--- src/rtl/dac_fe_pkg.sv ---
package dac_fe_pkg;
  localparam int unsigned CODE_W_DEF = 12;
  localparam int unsigned SYNC_DEF   = 2;

  // Bit order of the synchronized control bundle
  localparam int unsigned IDX_SCLK = 0;
  localparam int unsigned IDX_SDIN = 1;
  localparam int unsigned IDX_CS   = 2;
  localparam int unsigned IDX_LDAC = 3;
  localparam int unsigned IDX_CLR  = 4;
  localparam int unsigned CTRL_W   = 5;

  // Idle levels: clock low, data low, select/strobe/clear inactive (high)
  localparam logic [CTRL_W-1:0] CTRL_IDLE = 5'b11100;

  function automatic int unsigned mv_width(int unsigned code_w, int unsigned mv_per_lsb);
    return $clog2(((1 << code_w) - 1) * mv_per_lsb + 1);
  endfunction
endpackage

--- src/rtl/dac_fe_sync.sv ---
module dac_fe_sync #(
  parameter int unsigned WIDTH  = 5,
  parameter int unsigned STAGES = 2,
  parameter logic [WIDTH-1:0] RST_VAL = '0
) (
  input  logic             clk,
  input  logic             rst,
  input  logic [WIDTH-1:0] d,
  output logic [WIDTH-1:0] q
);
  logic [WIDTH-1:0] stage [STAGES];

  generate
    for (genvar s = 0; s < STAGES; s++) begin : g_stage
      if (s == 0) begin : g_first
        always_ff @(posedge clk) begin
          if (rst) stage[s] <= RST_VAL;
          else     stage[s] <= d;
        end
      end else begin : g_next
        always_ff @(posedge clk) begin
          if (rst) stage[s] <= RST_VAL;
          else     stage[s] <= stage[s-1];
        end
      end
    end
  endgenerate

  assign q = stage[STAGES-1];
endmodule

--- src/rtl/dac_fe_shifter.sv ---
module dac_fe_shifter #(
  parameter int unsigned CODE_W = 12
) (
  input  logic              clk,
  input  logic              rst,
  input  logic              sclk_s,
  input  logic              sdin_s,
  input  logic              cs_s,
  output logic              sclk_rise,
  output logic [CODE_W-1:0] shift_q
);
  logic sclk_prev;

  always_ff @(posedge clk) begin
    if (rst) sclk_prev <= 1'b0;
    else     sclk_prev <= sclk_s;
  end

  assign sclk_rise = sclk_s & ~sclk_prev;

  always_ff @(posedge clk) begin
    if (rst) begin
      shift_q <= '0;
    end else if (sclk_rise && !cs_s) begin
      shift_q <= {shift_q[CODE_W-2:0], sdin_s};
    end
  end
endmodule

--- src/rtl/dac_fe_hold.sv ---
module dac_fe_hold #(
  parameter int unsigned CODE_W     = 12,
  parameter int unsigned MV_PER_LSB = 1,
  parameter int unsigned MV_W       = 12
) (
  input  logic              clk,
  input  logic              rst,
  input  logic              clr_s,
  input  logic              ldac_s,
  input  logic              cs_s,
  input  logic              sclk_rise,
  input  logic [CODE_W-1:0] shift_q,
  output logic [CODE_W-1:0] code,
  output logic [MV_W-1:0]   mv,
  output logic              err
);
  logic [CODE_W-1:0] code_nxt;

  // Clear beats the strobe; the strobe is a level, so the register tracks
  // the shift register on every clk while it is held low.
  always_comb begin
    code_nxt = code;
    if (!clr_s)       code_nxt = '0;
    else if (!ldac_s) code_nxt = shift_q;
  end

  always_ff @(posedge clk) begin
    if (rst) begin
      code <= '0;
      mv   <= '0;
    end else begin
      code <= code_nxt;
      mv   <= MV_W'(code_nxt * MV_PER_LSB);
    end
  end

  always_ff @(posedge clk) begin
    if (rst)                                   err <= 1'b0;
    else if (sclk_rise && !cs_s && !ldac_s)    err <= 1'b1;
  end
endmodule

--- src/rtl/dac_serial_fe.sv ---
module dac_serial_fe
  import dac_fe_pkg::*;
#(
  parameter int unsigned CODE_W      = CODE_W_DEF,
  parameter int unsigned SYNC_STAGES = SYNC_DEF,
  parameter int unsigned MV_PER_LSB  = 1,
  localparam int unsigned MV_W       = mv_width(CODE_W, MV_PER_LSB)
) (
  input  logic              clk,
  input  logic              rst,
  input  logic              sclk,
  input  logic              sdin,
  input  logic              cs_n,
  input  logic              ldac_n,
  input  logic              clr_n,
  output logic [CODE_W-1:0] dac_code,
  output logic [MV_W-1:0]   out_mv,
  output logic              proto_err
);
  logic [CTRL_W-1:0] ctrl_raw, ctrl_s;
  logic sclk_s, sdin_s, cs_s, ldac_s, clr_s;
  logic sclk_rise;
  logic [CODE_W-1:0] shift_q;

  always_comb begin
    ctrl_raw           = '0;
    ctrl_raw[IDX_SCLK] = sclk;
    ctrl_raw[IDX_SDIN] = sdin;
    ctrl_raw[IDX_CS]   = cs_n;
    ctrl_raw[IDX_LDAC] = ldac_n;
    ctrl_raw[IDX_CLR]  = clr_n;
  end

  dac_fe_sync #(
    .WIDTH  (CTRL_W),
    .STAGES (SYNC_STAGES),
    .RST_VAL(CTRL_IDLE)
  ) u_sync (
    .clk(clk), .rst(rst), .d(ctrl_raw), .q(ctrl_s)
  );

  assign sclk_s = ctrl_s[IDX_SCLK];
  assign sdin_s = ctrl_s[IDX_SDIN];
  assign cs_s   = ctrl_s[IDX_CS];
  assign ldac_s = ctrl_s[IDX_LDAC];
  assign clr_s  = ctrl_s[IDX_CLR];

  dac_fe_shifter #(.CODE_W(CODE_W)) u_shift (
    .clk(clk), .rst(rst), .sclk_s(sclk_s), .sdin_s(sdin_s), .cs_s(cs_s),
    .sclk_rise(sclk_rise), .shift_q(shift_q)
  );

  dac_fe_hold #(
    .CODE_W(CODE_W), .MV_PER_LSB(MV_PER_LSB), .MV_W(MV_W)
  ) u_hold (
    .clk(clk), .rst(rst), .clr_s(clr_s), .ldac_s(ldac_s), .cs_s(cs_s),
    .sclk_rise(sclk_rise), .shift_q(shift_q),
    .code(dac_code), .mv(out_mv), .err(proto_err)
  );
endmodule

--- config.mk ---
export PLATFORM = sky130hd
export DESIGN_NAME = dac_serial_fe
export DESIGN_NICKNAME = d
export VERILOG_FILES = /design/src/rtl/dac_fe_pkg.sv /design/src/rtl/dac_fe_sync.sv /design/src/rtl/dac_fe_shifter.sv /design/src/rtl/dac_fe_hold.sv /design/src/rtl/dac_serial_fe.sv
export SDC_FILE = /design/constraint.sdc
export NUM_CORES = 1
export LEC_CHECK = 0
export BUFFER_PORTS_ARGS = -buffer_cell sky130_fd_sc_hd__clkbuf_2
export CAP_MARGIN = 15
export CELL_PAD_IN_SITES_DETAIL_PLACEMENT = 0
export CELL_PAD_IN_SITES_GLOBAL_PLACEMENT = 1
export CORE_MARGIN = 4
export CORE_UTILIZATION = 36
export DETAILED_ROUTE_END_ITERATION = 8
export PLACE_DENSITY = 0.83
export SLEW_MARGIN = 20
export SYNTH_ARGS = -nofsm -noshare
export SYNTH_HDL_FRONTEND = slang
export SYNTH_SLANG_ARGS = --single-unit
--- constraint.sdc ---
create_clock -name clk -period 1 [get_ports clk]
set_clock_uncertainty 0.1 [all_clocks]
set_input_delay 0 -clock clk [delete_from_list [all_inputs] [get_ports clk]]
set_output_delay 0 -clock clk [all_outputs]
set_load 0.01 [all_outputs]
==> results of run 1 <==
metrics by stage:
step,TNS [ps],instance area (um^2),util [%],setup slack [ps]
final,-979,1700,49.3,-117
after floorplan,-358,1330,-,-39.1
after global placement,-571,1480,43.1,-59.0
after detailed placement,-961,1480,43.1,-141
after CTS,-1050,1650,47.9,-117
after global routing,-1870,1700,49.3,-165
layout make-up:
class	count	area, um^2	share of cell area [%]
clock buffers	8	90.1	5.31
well taps	46	57.6	3.39
multi-input cells	65	509	30.0
repair buffers	45	309	18.2
flip-flops and latches	36	729	43.0
where the power goes:
part	total, mW	internal, mW	leakage [nW]	switching, mW
registers	1.46	1.45	0.293	0.00827
logic	0.130	0.0797	0.427	0.0500
clock network	1.02	0.561	0.0455	0.463
total	2.61	2.09	0.765	0.521
cells in the mapped netlist (all sizes together):
library cell | count | area share [%]
dfxtp | 36 | 54
mux2i | 24 | 18
buf | 16 | 8.7
nand2b | 15 | 7.1
nor2 | 12 | 3.4
or2 | 6 | 2.8
nor2b | 5 | 2.4
clkbuf | 2 | 0.57
nor3b | 1 | 0.57
o31ai | 1 | 0.95
or3b | 1 | 0.85
state kept, by name (all words and copies together), names as in the netlist:
| signal | flops |
|---|---|
| u_hold.code | 12 |
| u_sync.stage | 10 |
| u_hold.err | 1 |
| u_shift.shift_q | 12 |
| u_shift.sclk_prev | 1 |
worst paths after layout:
check                       endpoint  slack (ps)
setup / recovery          u_hold.err        -120
hold / removal    u_sync.stage[1][4]        -0.3
setup reg to reg          u_hold.err        -120
hold reg to reg   u_sync.stage[1][3]         310
repair_timing:
action                     in CTS  in global routing
hold endpoints to repair        6                  0
setup endpoints to repair      13                 24
gates cloned                    0                  1
pin swaps                       2                  3
hold buffers                    6                  0
resized for setup               3                  7
layer usage:
metal  share of wire [%]  wire [um]  up-vias  track usage, %
met5                   0          0        -               0
met4                 2.1         52        0            7.44
met3                 6.5        159        5            4.21
met2                  49       1210       26            19.1
met1                  42       1020      414            12.5
li1                    -          -      442               -
tightest hold or removal path, stage by stage:
cell,delay [ps]
clkbuf_2,110
buf_4,140
or2_2,100
cell families (layout without fill, tap and decap cells):
family          count (synthesis)  in the layout  share of synthesized area (%)
mux                            24             24                           18.2
simple gates                   40             40                           17.1
flops                          36             36                           54.5
compound gates                  1              1                          0.946
buf+inv                        18             53                           9.27
==> metrics.txt, run 1 <==
status finished with violations; failing checks negative hold slack, negative setup slack; Final Total Pwr 2.61 mW; Ys Warns 0; sequential element share of the synthesized area 54.5%; crit-path cells or3b_4 > o31ai_4; CTS Root Cell clkbuf_8; fillers 322; Cell variety after synth 12; CP startpoint kind flip-flop; fin. max-slew vios 0; Achievable Freq 0.895 GHz; HP Start rst; antenna violations before repair 0; largest net degree at the start of global routing 18; First DRT Iteration DRCs 27; die area 4710 um^2; Worst path depth 2; worst path required time 1100 ps; 1st-pass router iterations 4; depth of the worst register-to-register path 2; Worst EP arrival 1220 ps; chip width 68.6 um; core box area 3440 um^2; DR DRC count 0; worst hold slack -0.303 ps; leakage power 0.765 nW; final non-filler cell total 200; hold path depth 3; Post-Synthesis Cell Area 1320 um^2; endpoints failing hold 1; Post-Synthesis Cells 119; Vias/cell 4.44; area growth from synthesis to layout 28.2%; first-pass GRT wire length 3.85 mm; Power per Cell Area 1540 nW/um^2; Worst-Skew Late Latency 280 ps; Rows 21; worst min-delay path class in -> reg; Worst-path clk slew 70 ps; CP Launch Point u_sync.stage[1][2]; DRT Wirelength 2.44 mm; buffer depth of the longest clock path 2; CP top delay family simple AND/OR/NAND/NOR gates; Post-CTS Setup Bufs 0; peak fanout along the critical path 3; H-tree level count 2; CP peak stage delay 430 ps; unrepaired setup endpoints after global routing yes; worst slew pin tran 195 ps; total grt overflow 0; initial core utilization 38.4%; critical path capture point type flip-flop; maximum vdd drop 0.990 mV; DP HPWL 1.70 mm; # setup viols final 13; antenna cells 0; IO Count 32; DR WL/cell 12.2 um; post-synthesis average cell area 11.1 um^2; count of input and output buffers 31; All-Layer GR Usage 11.6%; Final ANT Viol Nets 0; CTS tree yes; Nets 160; maxcap violations 0; worst path bufs/invs 0; global placement routability congestion 0.769; #FFs+latches synth 36; vias in the first global route 864; Tmin final 1120 ps; via count 887; worst relative slew slack 86.9%; Die Y 68.6 um; CTS buffer count 5; Crit Path Class reg -> reg; Tcrit/Tclk final 112%; Cells after DPL 185; Critical R2R Launch u_sync.stage[1][2]; most frequent cells in the layout 31 x clkbuf_2, 31 x dfxtp_1, 22 x mux2i_1; Worst Slack Setup Final -117 ps; layout cells sized above 1 39.6%; CTS Sinks 36; Syn Nets 126; CP max stage cell or3b_4
Note: power is estimated with default switching activity, not from simulation.
==> inputs of run 2 (changes only) <==
--- a/config.mk
+++ b/config.mk
@@ -10,9 +10,10 @@
 export CELL_PAD_IN_SITES_DETAIL_PLACEMENT = 0
 export CELL_PAD_IN_SITES_GLOBAL_PLACEMENT = 1
 export CORE_MARGIN = 4
-export CORE_UTILIZATION = 36
+export CORE_UTILIZATION = 43
+export CTS_BUF_LIST = sky130_fd_sc_hd__clkbuf_16
 export DETAILED_ROUTE_END_ITERATION = 8
-export PLACE_DENSITY = 0.83
+export PLACE_DENSITY = 0.92
 export SLEW_MARGIN = 20
 export SYNTH_ARGS = -nofsm -noshare
 export SYNTH_HDL_FRONTEND = slang
==> constraint.sdc (replaced) <==
create_clock -name clk -period 1.4 [get_ports clk]
set_clock_uncertainty 0.1 [all_clocks]
set_input_delay 0 -clock clk [delete_from_list [all_inputs] [get_ports clk]]
set_output_delay 0 -clock clk [all_outputs]
set_load 0.01 [all_outputs]
==> run 2 against run 1 <==
The flow now finishes without violations. Non-clock buffer count down 5. First-iteration DRC count up 11%. Worst setup slack better by 280 ps. Critical path depth up 2. Global-route usage up 1.0 points. Die area down 14%. Hold slack better by 300 ps. Final cell count down 10%. Critical endpoint is now u_hold.code[0]. Largest cell class unchanged.
==> metrics.txt, run 2 (synthesis gave the netlist of run 1 again) <==
status complete, no violations (was finished with violations); antenna violations before repair 0 (unchanged); clock power share 47.3% (was 39.1%); Place WS 297 ps (was -141 ps); unrepaired setup endpoints after global routing no (was yes); critical path capture point type flip-flop (unchanged); First DRT Iteration DRCs 30 (was 27); most frequent cells in the layout 36 x dfxtp_1, 31 x clkbuf_2, 24 x mux2i_1 (was 31 x clkbuf_2, 31 x dfxtp_1, 22 x mux2i_1); peak fanout along the critical path 13 (was 3); Worst Slack Setup Final 167 ps (was -117 ps); Fin Setup TNS 0 ps (was -979 ps); worst slew pin tran 473 ps (was 195 ps); switching fraction of total power 18.8% (was 19.9%); Vias/cell 4.67 (was 4.44); first-pass GRT wire length 3.85 mm (unchanged); largest net degree at the start of global routing 16 (was 18); HP Start u_sync.stage[0][4] (was rst); crit-path cells dlygate4sd3_1 > clkbuf_2 > nand2b_1 > nor2_1 (was or3b_4 > o31ai_4); CTS Sinks 36 (unchanged); 1st-pass router iterations 4 (unchanged); Worst-path clk slew 50 ps (was 70 ps); CP Launch Point rst (was u_sync.stage[1][2]); maximum vdd drop 0.882 mV (was 0.990 mV); Achievable Freq 0.811 GHz; Combinational Power Share 3.4% (was 5.0%); Worst-Skew Late Latency 270 ps (was 280 ps); fin. max-slew vios 0 (unchanged); Worst EP arrival 1270 ps (was 1220 ps); CP peak stage delay 530 ps (was 430 ps); # setup viols final 0 (was 13); total grt overflow 0 (unchanged); DP Area 1420 um^2 (was 1480 um^2); worst relative slew slack 68.5% (was 86.9%); Power per Cell Area 1310 nW/um^2 (was 1540 nW/um^2); die area 4030 um^2 (was 4710 um^2); vias in the first global route 817 (was 864); antenna cells 0 (unchanged); area growth from synthesis to layout 22.3% (was 28.2%); Final ANT Viol Nets 0 (unchanged); leakage power 0.763 nW (was 0.765 nW); Critical R2R Launch u_sync.stage[1][0] (was u_sync.stage[1][2]); initial core utilization 46.4% (was 38.4%); IO Count 32 (unchanged); Post-CTS Setup Bufs 0 (unchanged); global placement routability congestion 0.728 (was 0.769); CTS tree yes (unchanged); Nets 155 (was 160); count of input and output buffers 31 (unchanged); DR DRC count 0 (unchanged); CTS Root Cell clkbuf_16 (was clkbuf_8); chip width 63.5 um (was 68.6 um); design area 1620 um^2 (was 1700 um^2); DRT Wirelength 2.12 mm (was 2.44 mm); Tcrit/Tclk final 88.0%; buffer depth of the longest clock path 2 (unchanged); CP startpoint kind input pin (was flip-flop); Tmin final 1230 ps; maxcap violations 0 (unchanged); Rows 19 (was 21); CTS buffer count 5 (unchanged); endpoints failing hold 0 (was 1); via count 841 (was 887); Pint 1.72 mW (was 2.09 mW); core box area 2850 um^2 (was 3440 um^2); Net Switching 398 uW (was 521 uW); All-Layer GR Usage 12.6% (was 11.6%); worst min-delay path class reg -> reg (was in -> reg); CP max stage cell dlygate4sd3_1 (was or3b_4); H-tree level count 2 (unchanged); layout cells sized above 1 32.2% (was 39.6%); Sequential Power Share 49.3% (was 55.9%); largest registers u_hold.code (12), u_shift.shift_q (12), u_sync.stage (10) (unchanged); commonest non-fill, non-tap cell in the layout dfxtp_1; worst path required time 1440 ps (was 1100 ps); Die Y 63.5 um (was 68.6 um); Crit Path Class in -> reg (was reg -> reg); DR WL/cell 11.8 um (was 12.2 um)
run 2: changes by cell type in the layout (fill, tap and decap cells not counted), sizes merged:
| cell | previous run | this run |
|---|---|---|
| clkinv | 0 | 1 |
| buf | 7 | 3 |
| inv | 0 | 2 |
| clkbuf | 40 | 36 |
run 2: through the flow:
step | utilization, % | power, mW | hold WS, ps | instances
finish | 56.7 | 2.12 | 301 | 180
global route | 56.7 | 2.23 | 327 | 180
CTS | 56.7 | 2.16 | 302 | 180
detailed placement | 49.8 | 1.13 | 85.9 | 166
global placement | 49.8 | 1.12 | 82.6 | 166
floorplan | - | 1.11 | 3.81 | 119
run 2: repair_timing:
item,CTS,global route
setup endpoints to repair,0,0
gates resized for setup,0,0
hold buffers,6,0
endpoints found under the hold margin,8,0
run 2: worst paths after layout:
kind | end | cells after the start | slack (ps)
worst min-delay path | u_sync.stage[1][4] | 1 | 300
worst max-delay path | u_hold.code[0] | 4 | 170
worst min register to register | u_sync.stage[1][4] | 1 | 300
worst max register to register | u_hold.err | 2 | 290
run 2: power by group through the flow:
stage	clock [mW]	sequential (mW)	combinational, mW
2_1_floorplan	0	1.06	0.0444
3_3_place_gp	0	1.06	0.0593
3_5_place_dp	0	1.07	0.0609
4_1_cts	1.04	1.04	0.0739
5_1_grt	1.10	1.04	0.0821
6_report	1.00	1.04	0.0728
run 2: final cells by class:
cell class / instances / area (um^2)
fill: 260 / 1230
multi-input combinational: 65 / 484
tap: 31 / 38.8
clock buffer: 5 / 125
sequential: 36 / 721
timing repair buffer: 40 / 238
clock inverter: 3 / 11.3
run 2: critical path: cells and delay by family:
| kind | cells | cell delay [ps] |
|---|---|---|
| buf+inv | 2 | 740 |
| simple gates | 2 | 530 |
run 2: routing by layer:
metal  global-route usage [%]  routed length, um  vias to the layer above
met4                     6.47                 16                        0
met1                     13.4                854                      384
met5                        0                  0                        -
li1                         -                  -                      430
met3                     5.86                126                        2
met2                     20.7               1120                       25
==> inputs of run 3 (changes only) <==
--- a/config.mk
+++ b/config.mk
@@ -10,10 +10,10 @@
 export CELL_PAD_IN_SITES_DETAIL_PLACEMENT = 0
 export CELL_PAD_IN_SITES_GLOBAL_PLACEMENT = 1
 export CORE_MARGIN = 4
-export CORE_UTILIZATION = 43
+export CORE_UTILIZATION = 35
 export CTS_BUF_LIST = sky130_fd_sc_hd__clkbuf_16
 export DETAILED_ROUTE_END_ITERATION = 8
-export PLACE_DENSITY = 0.92
+export PLACE_DENSITY = 0.79
 export SLEW_MARGIN = 20
 export SYNTH_ARGS = -nofsm -noshare
 export SYNTH_HDL_FRONTEND = slang
==> run 3 against run 2 <==
First-iteration DRC count decreased by 30%. Critical path depth decreased by 2. Clock-buffer cell count unchanged. Largest power group unchanged. Highest routed layer unchanged.
==> metrics.txt, run 3 (synthesis gave the netlist of run 1 again) <==
# setup viols final 0 (unchanged); CTS Sinks 36 (unchanged); buffer depth of the longest clock path 2 (unchanged); Vias/cell 4.26 (was 4.67); DRT Wirelength 2.14 mm (was 2.12 mm); design area 1630 um^2 (was 1620 um^2); chip width 69.5 um (was 63.5 um); worst relative slew slack 67.8% (was 68.5%); Worst EP arrival 1220 ps (was 1270 ps); worst min-delay path class in -> reg (was reg -> reg); global placement routability congestion 0.816 (was 0.728); r2r setup slk 270 ps (was 290 ps); vias in the first global route 829 (was 817); status complete, no violations (unchanged); area growth from synthesis to layout 23.2% (was 22.3%); initial core utilization 36.1% (was 46.4%); Die Y 69.5 um (was 63.5 um); Worst-Skew Late Latency 270 ps (about the same); maxcap violations 0 (unchanged); Final ANT Viol Nets 0 (unchanged); Final Total Pwr 2.13 mW (was 2.12 mW); count of input and output buffers 31 (unchanged); CTS buffer count 5 (unchanged); commonest non-fill, non-tap cell in the layout dfxtp_1 (unchanged); DR WL/cell 10.9 um (was 11.8 um); DP HPWL 1.46 mm; layout cells sized above 1 32.4% (was 32.2%); Tcrit/Tclk final 80.7% (was 88.0%); worst path required time 1480 ps (was 1440 ps); DP Area 1440 um^2 (was 1420 um^2); CTS tree yes (unchanged); Nets 154 (was 155); first-pass GRT wire length 3.78 mm (was 3.85 mm); IO Count 32 (unchanged); depth of the worst register-to-register path 2 (unchanged); worst slew pin tran 483 ps (was 473 ps); largest registers u_hold.code (12), u_shift.shift_q (12), u_sync.stage (10) (unchanged); maximum vdd drop 0.702 mV (was 0.882 mV); leakage power 0.758 nW (was 0.763 nW); antenna cells 0 (unchanged); Worst-path clk slew 50 ps (about the same); largest net degree at the start of global routing 22 (was 16); Fin Setup TNS 0 ps (unchanged); Power per Cell Area 1310 nW/um^2 (about the same); core box area 3660 um^2 (was 2850 um^2); critical path capture point type flip-flop (unchanged); Achievable Freq 0.885 GHz (was 0.811 GHz); antenna violations before repair 0 (unchanged); H-tree level count 2 (unchanged); Worst Slack Setup Final 270 ps (was 167 ps); hold path depth 3 (was 1); unrepaired setup endpoints after global routing no (unchanged); CTS Root Cell clkbuf_16 (unchanged); endpoints failing hold 0 (unchanged); Place WS 277 ps (was 297 ps); Tmin final 1130 ps (was 1230 ps); DR DRC count 0 (unchanged); total grt overflow 0 (unchanged); Critical R2R Launch u_sync.stage[1][2] (was u_sync.stage[1][0]); Layout Utilization 44.5% (was 56.7%); First DRT Iteration DRCs 21 (was 30); 1st-pass router iterations 4 (unchanged); CP startpoint kind flip-flop (was input pin); fin. max-slew vios 0 (unchanged); Rows 22 (was 19); most frequent cells in the layout 36 x dfxtp_1, 31 x clkbuf_2, 24 x mux2i_1 (unchanged); R2R Path End u_hold.err (unchanged); Crit Path Class reg -> reg (was in -> reg); via count 834 (was 841); WHS Endpoint u_shift.shift_q[6] (was u_sync.stage[1][4]); die area 4830 um^2 (was 4030 um^2); HP Start rst (was u_sync.stage[0][4]); All-Layer GR Usage 9.89% (was 12.6%); peak fanout along the critical path 3 (was 13)
-- run 3: changes by cell type in the layout (fill, tap and decap cells not counted), sizes merged --
cell,previous run,this run
dlygate4sd3,6,5
-- run 3: worst max path at each step --
stage	to	startpoint	cells past startpoint	slack, ps
after floorplan	u_hold.code[10]	u_sync.stage[1][3]	4	340
after global placement	u_hold.err	u_sync.stage[1][2]	2	340
after detailed placement	u_hold.err	u_sync.stage[1][2]	2	280
after CTS	u_hold.err	u_sync.stage[1][0]	2	250
after global routing	u_hold.err	u_sync.stage[1][2]	2	210
final	u_hold.err	u_sync.stage[1][2]	2	270
-- run 3: metal layers --
metal  vias up  share of wire [%]  track usage (%)
met5         -                  0                0
met4         0                2.2             4.56
met3         5                7.0             3.91
met2        24                 46             16.0
met1       378                 45             11.4
li1        427                  -                -
-- run 3: metrics by stage --
| stage | std cells | hold slack, ps |
|---|---|---|
| final | 196 | 44.0 |
| after floorplan | 119 | 3.81 |
| after global placement | 183 | 82.0 |
| after detailed placement | 183 | 87.9 |
| after CTS | 196 | 26.9 |
| after global routing | 196 | 59.3 |
-- run 3: critical path, stage by stage (launching register included) --
cell and delay (ps):
dfxtp_1 310, or3b_4 430, o31ai_2 210
-- run 3: layout make-up --
cell class                 instances  area (um^2)
clock buffer                       5          125
clock inverter                     3         11.3
timing repair buffer              39          228
fill                             353         2030
tap                               48         60.1
multi-input combinational         65          484
sequential                        36          721
-- run 3: report_power, final --
group	internal [mW]	switching, mW	total (mW)
clock network	0.638	0.372	1.01
logic	0.0401	0.0314	0.0715
registers	1.04	0.00373	1.04
-- run 3: timing repair --
item / in CTS / in global routing
buffers inserted: 0 / 0
hold endpoints to repair: 5 / 0
hold buffers: 5 / 0
resized for setup: 0 / 0
setup endpoints to repair: 0 / 0
